--- src/rtl/lpe_pkg.sv ---
package lpe_pkg;
  localparam int CODE_W = 3;
  localparam int PRIM_W = 4;
  localparam int PARM_W = 2;

  // received frame classes
  localparam logic [CODE_W-1:0] RX_ENQ_LIV  = 3'd1;
  localparam logic [CODE_W-1:0] RX_ENQ_FULL = 3'd2;
  localparam logic [CODE_W-1:0] RX_STS_LIV  = 3'd3;
  localparam logic [CODE_W-1:0] RX_STS_FULL = 3'd4;
  localparam logic [CODE_W-1:0] RX_STS_ASYN = 3'd5;

  // transmit kinds
  typedef enum logic [CODE_W-1:0] {
    TX_NONE     = 3'd0,
    TX_ENQ_LIV  = 3'd1,
    TX_ENQ_FULL = 3'd2,
    TX_RSP_LIV  = 3'd3,
    TX_RSP_FULL = 3'd4,
    TX_STS_ASYN = 3'd5
  } tx_kind_e;

  // request slots, index is priority (0 highest)
  localparam int SLOT_RSP_LIV  = 0;
  localparam int SLOT_RSP_FULL = 1;
  localparam int SLOT_ASYNC    = 2;
  localparam int SLOT_ENQ      = 3;
  localparam int NSLOT         = 4;

  localparam logic [PRIM_W-1:0] PRIM_STATUS_REQ = 4'd11;
  localparam logic [PRIM_W-1:0] EVT_FULL        = 4'd13;
  localparam logic [PRIM_W-1:0] EVT_ASYNC       = 4'd14;
  localparam logic [PARM_W-1:0] PARM_FULL       = 2'd0;
  localparam logic [PARM_W-1:0] PARM_ASYNC      = 2'd2;
endpackage

--- src/rtl/lpe_t2_timer.sv ---
module lpe_t2_timer #(
  parameter int TMR_W = 16
) (
  input  logic             clk,
  input  logic             rst,
  input  logic             tick,
  input  logic             restart,
  input  logic [TMR_W-1:0] load,
  output logic             expire
);
  logic [TMR_W-1:0] cnt;

  always_ff @(posedge clk) begin
    if (rst) begin
      cnt    <= load;
      expire <= 1'b0;
    end else begin
      expire <= 1'b0;
      if (restart) begin
        cnt <= load;
      end else if (tick) begin
        if (cnt <= TMR_W'(1)) begin
          cnt    <= load;
          expire <= 1'b1;
        end else begin
          cnt <= cnt - TMR_W'(1);
        end
      end
    end
  end
endmodule

--- src/rtl/lpe_poll_sched.sv ---
module lpe_poll_sched #(
  parameter int CNT_W = 8
) (
  input  logic             clk,
  input  logic             rst,
  input  logic             expire,
  input  logic             poll_en,
  input  logic [CNT_W-1:0] n391,
  input  logic             grant,
  output logic             pend,
  output logic             full
);
  logic [CNT_W-1:0] liv_sent;

  assign full = (liv_sent >= n391);

  always_ff @(posedge clk) begin
    if (rst) begin
      pend     <= 1'b0;
      liv_sent <= '0;
    end else begin
      if (expire && poll_en) pend <= 1'b1;
      else if (grant)        pend <= 1'b0;
      if (grant) begin
        if (full) liv_sent <= '0;
        else      liv_sent <= liv_sent + CNT_W'(1);
      end
    end
  end
endmodule

--- src/rtl/lpe_tx_arb.sv ---
module lpe_tx_arb
  import lpe_pkg::*;
#(
  parameter int N = NSLOT
) (
  input  logic              clk,
  input  logic              rst,
  input  logic [N-1:0]      req,
  input  logic              enq_full,
  output logic [N-1:0]      grant,
  output logic              tx_req,
  output logic [CODE_W-1:0] tx_kind
);
  logic [N-1:0] blocked;

  // fixed priority: lower index wins
  always_comb begin
    blocked[0] = 1'b0;
    for (int i = 1; i < N; i++) blocked[i] = blocked[i-1] | req[i-1];
  end

  genvar g;
  generate
    for (g = 0; g < N; g++) begin : g_grant
      assign grant[g] = req[g] & ~blocked[g];
    end
  endgenerate

  tx_kind_e kind_nxt;
  always_comb begin
    kind_nxt = TX_NONE;
    if (grant[SLOT_RSP_LIV])       kind_nxt = TX_RSP_LIV;
    else if (grant[SLOT_RSP_FULL]) kind_nxt = TX_RSP_FULL;
    else if (grant[SLOT_ASYNC])    kind_nxt = TX_STS_ASYN;
    else if (grant[SLOT_ENQ])      kind_nxt = enq_full ? TX_ENQ_FULL : TX_ENQ_LIV;
  end

  always_ff @(posedge clk) begin
    if (rst) begin
      tx_req  <= 1'b0;
      tx_kind <= TX_NONE;
    end else begin
      tx_req  <= |req;
      tx_kind <= kind_nxt;
    end
  end
endmodule

--- src/rtl/lpe_host_if.sv ---
module lpe_host_if
  import lpe_pkg::*;
(
  input  logic              clk,
  input  logic              rst,
  input  logic              rx_valid,
  input  logic [CODE_W-1:0] rx_type,
  input  logic              host_valid,
  input  logic [PRIM_W-1:0] host_code,
  input  logic [PARM_W-1:0] host_parm,
  input  logic              grant_liv,
  input  logic              grant_full,
  input  logic              grant_async,
  output logic              pend_liv,
  output logic              pend_full,
  output logic              pend_async,
  output logic              restart,
  output logic              evt_valid,
  output logic [PRIM_W-1:0] evt_code,
  output logic [PARM_W-1:0] evt_parm,
  output logic              overrun
);
  logic wait_full;
  logic liv_enq, full_enq, sts_full, sts_async;
  logic host_req, release_full, async_req;

  assign liv_enq      = rx_valid && (rx_type == RX_ENQ_LIV);
  assign full_enq     = rx_valid && (rx_type == RX_ENQ_FULL);
  assign sts_full     = rx_valid && (rx_type == RX_STS_FULL);
  assign sts_async    = rx_valid && (rx_type == RX_STS_ASYN);
  assign host_req     = host_valid && (host_code == PRIM_STATUS_REQ);
  assign release_full = host_req && (host_parm == PARM_FULL) && wait_full;
  assign async_req    = host_req && (host_parm == PARM_ASYNC);
  assign restart      = liv_enq;

  always_ff @(posedge clk) begin
    if (rst) begin
      pend_liv   <= 1'b0;
      pend_full  <= 1'b0;
      pend_async <= 1'b0;
      wait_full  <= 1'b0;
      overrun    <= 1'b0;
      evt_valid  <= 1'b0;
      evt_code   <= '0;
      evt_parm   <= '0;
    end else begin
      if (liv_enq)        pend_liv <= 1'b1;
      else if (grant_liv) pend_liv <= 1'b0;

      if (release_full)    pend_full <= 1'b1;
      else if (grant_full) pend_full <= 1'b0;

      if (async_req)        pend_async <= 1'b1;
      else if (grant_async) pend_async <= 1'b0;

      if (full_enq && !wait_full) wait_full <= 1'b1;
      else if (release_full)      wait_full <= 1'b0;

      if (full_enq && wait_full) overrun <= 1'b1;

      evt_valid <= 1'b0;
      evt_code  <= '0;
      evt_parm  <= '0;
      if (full_enq && !wait_full) begin
        evt_valid <= 1'b1;
        evt_code  <= EVT_FULL;
        evt_parm  <= 2'd1;
      end else if (sts_full) begin
        evt_valid <= 1'b1;
        evt_code  <= EVT_FULL;
      end else if (sts_async) begin
        evt_valid <= 1'b1;
        evt_code  <= EVT_ASYNC;
      end
    end
  end
endmodule

--- src/rtl/link_poll_engine.sv ---
module link_poll_engine
  import lpe_pkg::*;
#(
  parameter int CNT_W = 8,
  parameter int TMR_W = 16
) (
  input  logic              clk,
  input  logic              rst,
  input  logic              poll_en,
  input  logic [CNT_W-1:0]  n391_cfg,
  input  logic [TMR_W-1:0]  t2_load,
  input  logic              tick,
  input  logic              rx_valid,
  input  logic [2:0]        rx_type,
  input  logic              host_valid,
  input  logic [3:0]        host_code,
  input  logic [1:0]        host_parm,
  output logic              tx_req,
  output logic [2:0]        tx_kind,
  output logic              evt_valid,
  output logic [3:0]        evt_code,
  output logic [1:0]        evt_parm,
  output logic              overrun
);
  logic [NSLOT-1:0] req, grant;
  logic expire, restart, enq_full;

  lpe_t2_timer #(.TMR_W(TMR_W)) u_timer (
    .clk(clk), .rst(rst), .tick(tick), .restart(restart),
    .load(t2_load), .expire(expire)
  );

  lpe_poll_sched #(.CNT_W(CNT_W)) u_sched (
    .clk(clk), .rst(rst), .expire(expire), .poll_en(poll_en),
    .n391(n391_cfg), .grant(grant[SLOT_ENQ]),
    .pend(req[SLOT_ENQ]), .full(enq_full)
  );

  lpe_host_if u_host (
    .clk(clk), .rst(rst),
    .rx_valid(rx_valid), .rx_type(rx_type),
    .host_valid(host_valid), .host_code(host_code), .host_parm(host_parm),
    .grant_liv(grant[SLOT_RSP_LIV]), .grant_full(grant[SLOT_RSP_FULL]),
    .grant_async(grant[SLOT_ASYNC]),
    .pend_liv(req[SLOT_RSP_LIV]), .pend_full(req[SLOT_RSP_FULL]),
    .pend_async(req[SLOT_ASYNC]),
    .restart(restart),
    .evt_valid(evt_valid), .evt_code(evt_code), .evt_parm(evt_parm),
    .overrun(overrun)
  );

  lpe_tx_arb #(.N(NSLOT)) u_arb (
    .clk(clk), .rst(rst), .req(req), .enq_full(enq_full),
    .grant(grant), .tx_req(tx_req), .tx_kind(tx_kind)
  );
endmodule

--- config.mk ---
export PLATFORM = sky130hd
export DESIGN_NAME = link_poll_engine
export DESIGN_NICKNAME = d
export VERILOG_FILES = /design/src/rtl/lpe_pkg.sv /design/src/rtl/lpe_t2_timer.sv /design/src/rtl/lpe_poll_sched.sv /design/src/rtl/lpe_tx_arb.sv /design/src/rtl/lpe_host_if.sv /design/src/rtl/link_poll_engine.sv
export SDC_FILE = /design/constraint.sdc
export NUM_CORES = 1
export LEC_CHECK = 0
export BUFFER_PORTS_ARGS = -buffer_cell sky130_fd_sc_hd__buf_2
export CAP_MARGIN = 20
export CORE_MARGIN = 5
export CORE_UTILIZATION = 50
export CTS_CLUSTER_DIAMETER = 60
export DETAILED_ROUTE_END_ITERATION = 8
export PLACE_DENSITY = 0.8
export SETUP_SLACK_MARGIN = 0.3
export SYNTH_ARGS = -nofsm -noshare
export SYNTH_HDL_FRONTEND = slang
export SYNTH_HIERARCHICAL = 1
export SYNTH_SLANG_ARGS = --single-unit
--- constraint.sdc ---
create_clock -name clk -period 3.29 [get_ports clk]
set_input_delay 0.1645 -clock clk [delete_from_list [all_inputs] [get_ports clk]]
set_output_delay 0.1645 -clock clk [all_outputs]
set_load 0.01 [all_outputs]
Yosys cells after proc, flatten, opt, wreduce, memory -nomap -nowiden. Index checks and enable logic that the tools add are counted.

Bits in registers: 42. Input port bits: 39.

Reduce and logical (&&, ||, !) cells: 22. Add/subtract/negate cells: 2. Multiplexer cells: 27. Eq/ne operators: 6. Order comparisons: 2. Bitwise gates (word level): 9.

Operator list (count): 16-bit 2-to-1 mux (4); 16-bit by 1-bit less-or-equal comparator with 1-bit output (second input constant) (1); 16-bit by 1-bit subtractor with 16-bit output (second input constant) (1); 1-bit 2-to-1 mux (14); 4-bit 2-to-1 mux (3); 1-bit logical AND (11); 3-bit 2-to-1 mux (3); 8-bit by 1-bit adder with 8-bit output (second input constant) (1); 8-bit greater-or-equal comparator (1); 8-bit 2-to-1 mux (1); 2-bit nonzero test (4); 3-bit == test (second input constant) (2); 3-bit OR reduction (2); 4-bit == test (second input constant) (1); 2-bit 2-to-1 mux (2); 1-bit NOT (4); 4-bit OR reduction (1); 1-bit AND (3); 3-bit by 1-bit == test with 1-bit output (second input constant) (1); 3-bit by 2-bit == test with 1-bit output (second input constant) (1); 3-bit nonzero test (1); 2-bit == test (second input constant) (1); 2-bit zero test (1); 1-bit OR (2); 2 further kinds (2).

Longest topological paths before layout. Gate-level depths: netlist of run 1.

Word-level depth: 8. Gate-level depth with buffers: 8.

By module. Netlist of run 1, hierarchy kept.

By module, submodules not included: lpe_t2_timer (area an instance 1087.3 um2, sequential area each 500.5 um2, cells an instance 85, times used 1); lpe_poll_sched (area an instance 689.4 um2, sequential area each 180.2 um2, cells an instance 75, times used 1); lpe_host_if (area an instance 391.6 um2, sequential area each 180.2 um2, cells an instance 40, times used 1); lpe_tx_arb (area an instance 170.2 um2, sequential area each 80.1 um2, cells an instance 18, times used 1).

Worst setup path before layout of run 1. No wires, ideal clock.

Path kind: flip-flop to flip-flop. From: register u_timer.cnt[4]. To: register u_timer.cnt[10] (data pin). Buffers on the path: 2. Arrival: 1.817 ns. Slack: 1.213 ns. Cell stages (with the launch flop): 7. Data required time: 3.030 ns. Path through: edfxtp_1 nor4_4 nand2_2 o31a_1 buf_6 buf_12 mux2_4.

Word-level cells in the longest chain between the ends: 5. Elaborated cells between the ends (all ways): 6. Classes of those cells: add/sub (1); order compare (1); mux (4).

Ends and longest elaborated chain: start, declared (line lpe_t2_timer.sv:11) `logic [TMR_W-1:0] cnt;`; start signal, assigned (line lpe_t2_timer.sv:15) `cnt <= load;`; start signal, assigned (line lpe_t2_timer.sv:20) `cnt <= load;`; start signal, assigned (line lpe_t2_timer.sv:23) `cnt <= load;`; 16-bit by 1-bit subtractor with 16-bit output / 16-bit by 1-bit less-or-equal comparator with 1-bit output (equally long branches) (line lpe_t2_timer.sv:26, lpe_t2_timer.sv:22); 16-bit 2-to-1 mux (*) (line lpe_t2_timer.sv:22) `if (cnt <= TMR_W'(1)) begin`; 16-bit 2-to-1 mux (*) (line lpe_t2_timer.sv:21) `end else if (tick) begin`; 16-bit 2-to-1 mux (*) (line lpe_t2_timer.sv:19) `if (restart) begin`; 16-bit 2-to-1 mux (*) (line lpe_t2_timer.sv:14) `if (rst) begin`.

Every way passes the cells marked *; elsewhere a longest branch is shown, timed or not. The select of a mux whose other input is x is not followed. A chain may end at the register's enable or synchronous reset.

Worst setup path after layout of run 1.
From: register u_timer.cnt[9]. To: register u_timer.cnt[11] (data pin).

Same word-level chain as after synthesis.

==> run_results.csv, run 1 <==
group,metric,value,unit
synth,avgSynthCellArea,10.73,um^2
critical_path,critPathRequiredTime,3.33,ns
cts,cts_buffer_depth,2,
routing,viasPerCell,5.488,
cts,clockRootBuffer,"clkbuf_8",
timing,fin_crit,2.425,ns
synth,yosys_warnings,6,
routing,drt_iter0_markers,94,
placement,gp_congestion,0.7971,
die,std_cell_rows,24,
cts,h-tree-depth,2,
cts,cts_buffers,5,
synth,synth_cell_type_count,57,
die,initial_core_util,52.62,%
timing,whs,0.1183,ns
cts,postCtsSetupRepairBufs,0,
cts,cts_hold_buf,0,
power,peakVddDrop,0.2507,mV
grt,antenna_found_initial,0,
cts,ctsResizeCount,0,
final_layout,final_cell_area,2709,um^2
synth,synth_edf_count,16,
die,io_pins,51,
critical_path,cp.arrival,2.47,ns
placement,dp_hpwl,3.289,mm
timing,setup_slack,0.8651,ns
power,p_per_area,435.2,nW/um^2
critical_path,worst-setup-path-type,"reg2reg",
die,die_x,78.39,um
cts,cts_tree,"yes",
die,core,4444,um^2
routing,wl_per_cell,13.68,um
final_layout,diodes,0,
synth,synthArstFlopShare,0,%
synth,syn_inst,218,
timing,skew,0.007564,ns
placement,post-place-ws,0.9054,ns
timing,hold_viol,0,
outcome,outcome,"finished clean",
power,pwr-share-comb,15.3,%
grt,track_usage,15.42,%
grt,grt_pass1_vias,1724,
cts,cts_sinks,39,
final_layout,syn_to_final_growth,15.84,%
job,cap_viol_max_count,0,
grt,overflow,0,
worst_hold_path,hp-class,"in2reg",
routing,drtAntennaViolNets,0,
timing,setup_viol,0,
grt,grt_pass1_wl,7.638,mm
final_layout,fin_nets,317,
synth,syn-cell-area,2338,um^2
synth,syn-num-nets,268,
grt,grt_max_degree,24,
critical_path,cp-end-kind,"flip-flop",
timing,fmax,412.4,MHz
timing,drv_slew,0,
power,power.share.sequential,49.9,%
power,clkPwrFrac,34.8,%
power,netSwitchingFraction,25.10,%
routing,vias,1756,
power,p_leak,0.001124,uW
critical_path,worst_setup_path_start_kind,"flip-flop",
routing,drt-total-wl,4.376,mm
power,intPower,882.9,uW
routing,drt_first_pass_iters,4,
cts,clk_latency,0.29,ns
die,dieHeight,78.39,um
timing,min_period_over_period,73.71,%
placement,portBuffers,49,
timing,max_slew_margin,37.08,%
cts,path_clk_slew,0.07,ns
die,dieArea,6145,um^2
final_layout,drive_gt1_share,31.72,%
synth,seq_area_frac_synth,40.24,%
routing,drc,0,
timing,tns,0,ns
critical_path,cp_max_fo,16,
timing,rsz0062_at_grt,"false",
power,switching_power,295.9,uW
timing,worst_pin_slew,0.9437,ns
placement,place_area,2586,um^2
synth,ys.flop_type,"dfxtp_1",
synth,synth_seq_cells,39,
worst paths after layout:
check / start / to / slack [ns] / cells past startpoint
setup reg to reg: u_timer/cnt[9]$_DFFE_PP_ / u_timer/cnt[11]$_DFFE_PP_ / 0.87 / 4
setup / recovery: u_timer/cnt[9]$_DFFE_PP_ / u_timer/cnt[11]$_DFFE_PP_ / 0.87 / 4
hold / removal: tick / u_timer/expire$_SDFF_PP0_ / 0.12 / 3
hold reg to reg: u_host/overrun$_SDFFE_PP0P_ / u_host/overrun$_SDFFE_PP0P_ / 0.47 / 2
flip-flops by register name, indices dropped and copies added (netlist names):
name / cells
u_host/pend_full: 1
u_sched/pend: 1
u_host/pend_async: 1
u_host/wait_full: 1
u_host/overrun: 1
u_arb/tx_kind: 3
u_timer/cnt: 16
u_arb/tx_req: 1
u_host/evt_code: 2
u_host/evt_parm: 1
u_sched/liv_sent: 8
u_host/pend_liv: 1
u_host/evt_valid: 1
u_timer/expire: 1
cell usage after synthesis, drive strengths merged, types with 4 or more instances:
master   number  share of area (%)
dfxtp        23                 20
nand2        12                2.0
nor3b         4                1.8
nor2         16                2.6
xnor2        12                4.5
a21oi         9                1.9
xor2          4                1.5
ha           11                5.9
mux2         15                8.7
inv          17                2.7
nand3         7                1.5
edfxtp       16                 21
nor3          5                1.1
buf           7                2.8
nand4         4                1.1
o2111ai       6                2.5
nor4          8                2.8
cell usage in the layout, fill, tap and decap left out, drive strengths merged, types with 9 or more instances in the layout:
master and instances:
a21oi 9, mux2 15, nand2 12, buf 50
xnor2 12, dfxtp 23, edfxtp 16, nor2 16
ha 11, inv 17
layer usage:
metal	track usage (%)	wire, um
met1	19.70	1995
met2	25.17	2064
met3	4.119	256
met4	5.594	59
met5	0	0
worst max-delay path: stages (launching register included):
cell      delay (ns)
edfxtp_1        0.42
nor3_1          0.55
nand2_1         0.16
o31a_1          0.63
mux2_4          0.41
power groups by stage:
stage / Sequential, uW / Clock (uW) / Combinational [uW]
3_3_place_gp: 598 / 0 / 174
3_5_place_dp: 599 / 0 / 182
4_1_cts: 588 / 418 / 183
5_1_grt: 595 / 449 / 202
2_1_floorplan: 591 / 0 / 136
6_report: 588 / 410 / 181
kinds of logic after synthesis:
kind of cell	Yosys count	share of synthesized area (%)
xor gates and xnor gates	16	5.992
adders and majority gates	11	5.885
and+or+nand+nor	76	19.85
AOI/OAI and AO/OA	34	13.06
muxes	16	9.096
DFF	39	40.24
other	1	0.1604
buffers and inverters	25	5.725
through the flow:
step                instances  total power (uW)  util, %
floorplan                 218             727.0        -
global placement          312             771.6    58.19
detailed placement        312             780.6    58.19
CTS                       320              1189    60.95
global route              320              1247    60.95
finish                    320              1179    60.95
final cells by class:
cell class                 instances  area, um^2
inverter                          17       63.81
timing repair buffer              50       252.7
tap                               52       65.06
multi-input combinational        154        1264
clock buffer                       8       122.6
fill                             372        1735
sequential                        39       940.9
Power figures use the tool's default switching activity.
==> inputs of run 2 (changes only) <==
- ABC_AREA: unset -> 1
- clock period: 3.29 -> 2.3 ns (I/O delays scaled with it)
==> run_results.csv, run 2 <==
group,metric,value,unit
outcome,outcome,"finished clean",
cts,cts_buffer_depth,2,
routing,drtAntennaViolNets,0,
synth,syn-cell-area,2357,um^2
grt,grt_pass1_wl,8.121,mm
timing,max_slew_margin,52.60,%
timing,rsz0062_at_grt,"false",
critical_path,path_delay_family,"simple AND/OR/NAND/NOR gates",
cts,clk_latency,0.29,ns
timing,drv_slew,0,
synth,syn_inst,328,
synth,synthTopCellsByArea,"edfxtp_1 (20%), dfxtp_1 (20%), nand2_1 (13%), nor2_1 (9.7%), inv_1 (9.2%)",
synth,avgSynthCellArea,7.187,um^2
synth,synth_commonest_cells,"nand2_1 (80), nor2_1 (61), inv_1 (58)",
placement,dp_hpwl,3.675,mm
routing,wl_per_cell,10.50,um
final_layout,stdcell_count,434,
power,clkPwrFrac,35.8,%
power,p_leak,0.001395,uW
critical_path,worst-setup-path-type,"reg2reg",
routing,drt-total-wl,4.558,mm
synth,ys.flop_type,"dfxtp_1",
cts,path_clk_slew,0.08,ns
timing,skew,0.005614,ns
final_layout,fill_cells,418,
final_layout,reg_top3,"u_timer/cnt x16, u_sched/liv_sent x8, u_arb/tx_kind x3",
final_layout,syn_to_final_growth,16.83,%
synth,synth-xor-area-share,4.459,%
critical_path,crit_path_top_delay_cell,"edfxtp_1",
die,dieHeight,78.66,um
die,dieArea,6187,um^2
power,power,1582,uW
synth,synth_cell_type_count,31,
synth,synthArstFlopShare,0,%
timing,worst_pin_slew,0.7093,ns
power,power.share.sequential,50.7,%
cts,cts_hold_buf,0,
cts,h-tree-depth,2,
critical_path,cp.arrival,1.88,ns
critical_path,rrSetupSlack,0.48,ns
final_layout,layout_commonest_cell,"nand2_1",
synth,synthSimpleGateAreaFrac,31.79,%
power,netSwitchingFraction,25.52,%
routing,drt_iter0_markers,97,
critical_path,crit_chain,"inv_1, ha_1, o21ai_1, nor2_2, nand2_2, nand2_8, nand2_1, o21ai_0, inv_1",
final_layout,top_register,"u_timer/cnt",
power,pwr-share-comb,13.5,%
critical_path,cp-end-kind,"flip-flop",
synth,synth_compound_area_share,5.786,%
synth,synth_seq_cells,39,
timing,setup_viol,0,
cts,clockRootBuffer,"clkbuf_8",
cts,cts_sinks,39,
synth,synth_top_cell_by_area,"edfxtp_1",
grt,track_usage,16.36,%
grt,grt_max_degree,24,
timing,fmax,548.1,MHz
die,die_x,78.66,um
synth,synth_most_common_cell,"nand2_1",
synth,yosys.area.top_type_share,20.38,%
grt,grt_pass1_vias,2008,
die,core,4661,um^2
critical_path,cp_max_fo,23,
critical_path,critPathBufInv,2,
power,peakVddDrop,0.3307,mV
critical_path,crit_top_cell,"inv_1",
synth,yosys_warnings,6,
critical_path,critPathRequiredTime,2.35,ns
grt,antenna_found_initial,0,
routing,drt_first_pass_iters,4,
routing,viasPerCell,4.735,
timing,tns,0,ns
power,switching_power,403.7,uW
synth,seq_area_frac_synth,39.92,%
synth,synth_top_family_by_area,"simple AND/OR/NAND/NOR gates",
placement,place_area,2625,um^2
job,cap_viol_max_count,0,
synth,syn-num-nets,378,
placement,dp_cells,426,
cts,cts_buffers,5,
synth,synth_edf_count,16,
die,std_cell_rows,25,
die,initial_core_util,50.58,%
timing,fin_crit,1.825,ns
routing,drc,0,
routing,vias,2055,
final_layout,final_cell_area,2754,um^2
timing,hold_viol,0,
final_layout,final_cell_mix,"nand2_1 (80), nor2_1 (61), inv_1 (58)",
synth,synth.mux.area_fraction,0.4246,%
power,p_per_area,574.3,nW/um^2
final_layout,fin_nets,429,
final_layout,largest_reg_flops,16,
final_layout,diodes,0,
cts,cts_tree,"yes",
worst_hold_path,hp-class,"in2reg",
critical_path,worst_setup_path_start_kind,"flip-flop",
placement,portBuffers,49,
synth,synthAdderAreaFrac,5.839,%
critical_path,slowest_delay,0.44,ns
power,intPower,1178,uW
placement,gp_congestion,0.8728,
final_layout,drive_gt1_share,19.21,%
die,io_pins,51,
grt,overflow,0,
timing,min_period_over_period,79.33,%
-- run 2: cell types whose count changed in the layout (fill, tap and decap cells not counted), sizes merged, moves of 6 or more --
cell,before,now
mux2,15,0
nor4,8,0
nand3,7,13
o2111ai,6,0
nand2,12,82
nor2,16,69
xnor2,12,5
o21ai,1,9
inv,17,59
-- run 2: stage by stage --
| stage | setup WS, ns | hold WS [ns] | utilization (%) |
|---|---|---|---|
| after floorplan | 0.5448 | 0.1841 | - |
| after global placement | 0.5394 | 0.3790 | 56.32 |
| after detailed placement | 0.4509 | 0.3910 | 56.32 |
| after CTS | 0.4290 | 0.06429 | 58.74 |
| after global routing | 0.3020 | 0.06920 | 59.09 |
| final | 0.4754 | 0.07752 | 59.09 |
-- run 2: layout make-up --
type	instances	area [um^2]	area share, %
flip-flops and latches	39	940.9	34.17
inverters	59	221.5	8.042
well taps	54	67.56	2.453
clock inverters	3	43.79	1.590
multi-input cells	224	1159	42.07
clock buffers	5	68.82	2.499
repair buffers	50	252.7	9.178
-- run 2: final timing paths --
check                                      to                   startpoint  cells after the start
setup / recovery     u_timer/cnt[3]$_DFFE_PP_     u_timer/cnt[0]$_DFFE_PP_                      9
hold / removal      u_sched/pend$_SDFFE_PP0P_                      poll_en                      3
setup reg to reg     u_timer/cnt[3]$_DFFE_PP_     u_timer/cnt[0]$_DFFE_PP_                      9
hold reg to reg   u_host/overrun$_SDFFE_PP0P_  u_host/overrun$_SDFFE_PP0P_                      2
-- run 2: what timing repair did --
| item | in CTS | in global routing |
|---|---|---|
| gates resized for setup | 0 | 2 |
| setup endpoints to repair | 0 | 2 |
| buffers inserted | 0 | 0 |
-- run 2: routing by layer --
metal  share of wire, %  up-vias  wire length (um)  GRT usage [%]
li1                   -     1107                 -              -
met1                 43      897              1974          19.15
met2                 49       47              2249          28.95
met3                6.1        4               278          4.014
met4                1.2        0                55          5.594
met5                  0        -                 0              0
-- run 2: power by group through the flow --
stage	clock, uW	sequential (uW)	combinational (uW)
final	566	803	213
after global routing	631	809	249
after CTS	589	803	213
after detailed placement	0	819	211
after global placement	0	817	206
after floorplan	0	810	149
-- run 2: tightest hold or removal path: cells and delay by family --
family          cells  cell delay (ns)
simple gates        1             0.05
compound gates      1             0.06
buf+inv             1             0.10
-- run 2: cells by family (layout without fill, tap and decap cells) --
kind of cell,after synthesis,count (layout)
AOI/OAI and AO/OA,24,24
muxes,1,1
and+or+nand+nor,175,175
adders and majority gates,11,11
buffers and inverters,65,117
xor gates and xnor gates,12,12
other,1,1
DFF,39,39
==> inputs of run 3 (changes only) <==
- CORE_UTILIZATION: 50 -> 49
- PLACE_DENSITY: 0.8 -> 0.82
- clock period: 2.3 -> 1.58 ns (I/O delays scaled with it)
==> run_results.csv, run 3 (synthesized netlist as in run 2, its figures left out) <==
group,metric,value,unit
outcome,outcome,"finished, violations left",
outcome,violations,"setup timing",
routing,drt_iter0_markers,277,
final_layout,layout_commonest_cell,"nand2_1",
die,initial_core_util,50.24,%
final_layout,syn_to_final_growth,51.70,%
timing,setup_viol,17,
job,cap_viol_max_count,0,
critical_path,worst_setup_path_start_kind,"flip-flop",
critical_path,worst-setup-path-type,"reg2reg",
critical_path,slowest_delay,0.44,ns
cts,path_clk_slew,0.08,ns
timing,min_period_over_period,107.6,%
final_layout,fill_cells,305,
routing,wl_per_cell,15.24,um
die,dieArea,6298,um^2
final_layout,fin_nets,470,
routing,viasPerCell,5.280,
die,die_x,79.36,um
cts,cts_hold_buf,0,
final_layout,diodes,0,
placement,gp_congestion,0.8551,
grt,grt_max_degree,17,
critical_path,crit_chain,"nor2_1, nand2_1, nor2_4, nand2_4, nand2_8, nand2_2, o21ai_2, inv_1",
cts,clockRootBuffer,"clkbuf_8",
cts,cts_sinks,39,
die,std_cell_rows,25,
cts,cts_buffer_depth,2,
critical_path,crit_path_top_delay_cell,"edfxtp_1",
die,core,4692,um^2
final_layout,largest_reg_flops,16,
timing,skew,0.008622,ns
final_layout,final_core_util,76.21,%
die,io_pins,51,
timing,whs,0.06417,ns
placement,portBuffers,49,
grt,antenna_found_initial,0,
cts,clk_latency,0.29,ns
critical_path,critPathRequiredTime,1.63,ns
placement,dp_hpwl,4.018,mm
final_layout,final_cell_mix,"nand2_1 (62), inv_1 (51), buf_2 (49)",
routing,drt_first_pass_iters,5,
cts,cts_tree,"yes",
die,dieHeight,79.36,um
cts,h-tree-depth,2,
power,peakVddDrop,0.5292,mV
critical_path,cp-end-kind,"flip-flop",
worst_hold_path,hp-class,"in2reg",
grt,grt_pass1_vias,2372,
placement,dp_cells,442,
final_layout,top_register,"u_timer/cnt",
critical_path,cp_max_fo,6,
grt,grt_pass1_wl,9.846,mm
cts,cts_buffers,5,
final_layout,stdcell_count,475,
timing,setup_slack,-0.1206,ns
timing,fmax,588.0,MHz
grt,track_usage,19.56,%
final_layout,drive_gt1_share,46.79,%
routing,drtAntennaViolNets,0,
power,p_per_area,690.1,nW/um^2
timing,hold_viol,0,
routing,vias,2508,
placement,place_area,2831,um^2
routing,drc,0,
final_layout,final_cell_area,3576,um^2
final_layout,multi_input_comb_area,1624,um^2
critical_path,cp.arrival,1.75,ns
final_layout,regArea,967.2,um^2
final_layout,reg_top3,"u_timer/cnt x16, u_sched/liv_sent x8, u_arb/tx_kind x3",
power,p_leak,0.001696,uW
grt,overflow,0,
timing,fin_crit,1.701,ns
timing,rsz0062_at_grt,"true",
timing,drv_slew,0,
routing,drt-total-wl,7.240,mm
[run 3: routing by layer]
| metal | vias up | GRT usage [%] | wire length [um] |
|---|---|---|---|
| li1 | 1193 | - | - |
| met1 | 1161 | 22.55 | 2877 |
| met2 | 128 | 36.11 | 3708 |
| met4 | 0 | 5.670 | 217 |
| met5 | - | 0 | 0 |
| met3 | 26 | 4.082 | 438 |
[run 3: area by class of cell]
cell class              instances  area share [%]
multi-input cells             226           45.42
flip-flops and latches         39           27.05
well taps                      54           1.889
repair buffers                 89           16.55
clock buffers                   8           2.834
inverters                      59           6.263
[run 3: final timing paths]
| path | from | endpoint | slack, ns | cells past startpoint |
|---|---|---|---|---|
| max | u_timer/cnt[11]$_DFFE_PP_ | u_timer/cnt[2]$_DFFE_PP_ | -0.12 | 8 |
| min | host_parm[0] | u_host/pend_async$_SDFFE_PP0P_ | 0.06 | 4 |
| max reg2reg | u_timer/cnt[11]$_DFFE_PP_ | u_timer/cnt[2]$_DFFE_PP_ | -0.12 | 8 |
| min reg2reg | u_host/overrun$_SDFFE_PP0P_ | u_host/overrun$_SDFFE_PP0P_ | 0.47 | 2 |
[run 3: timing repair]
action | in CTS | in global routing
cloned | 1 | 1
setup endpoints to repair | 27 | 43
pin swaps | 24 | 24
resized for setup | 47 | 67
buffers inserted | 16 | 7
[run 3: where the power goes]
part           switching (uW)  leakage, uW  internal, uW  total (uW)
clock network             342    0.0000506           409         751
registers                51.5     0.000354          1110        1160
logic                     310      0.00129           245         556
[run 3: through the flow]
step           total power [uW]  worst slack, ns  TNS, ns
6_report                   2468          -0.1206   -1.380
5_1_grt                    2578          -0.1659   -2.267
4_1_cts                    2366          0.01893        0
3_5_place_dp               1577         -0.06909  -0.1871
3_3_place_gp               1559          0.01022        0
2_1_floorplan              1417          0.08673        0
[run 3: worst max-delay path, delay by kind of cell, from the launching register on]
kind / cells / cell delay (ns)
AND/OR/NAND/NOR: 6 / 0.94
flip-flops: 1 / 0.44
AO/OA/AOI/OAI: 1 / 0.05
buffers and inverters: 1 / 0.05
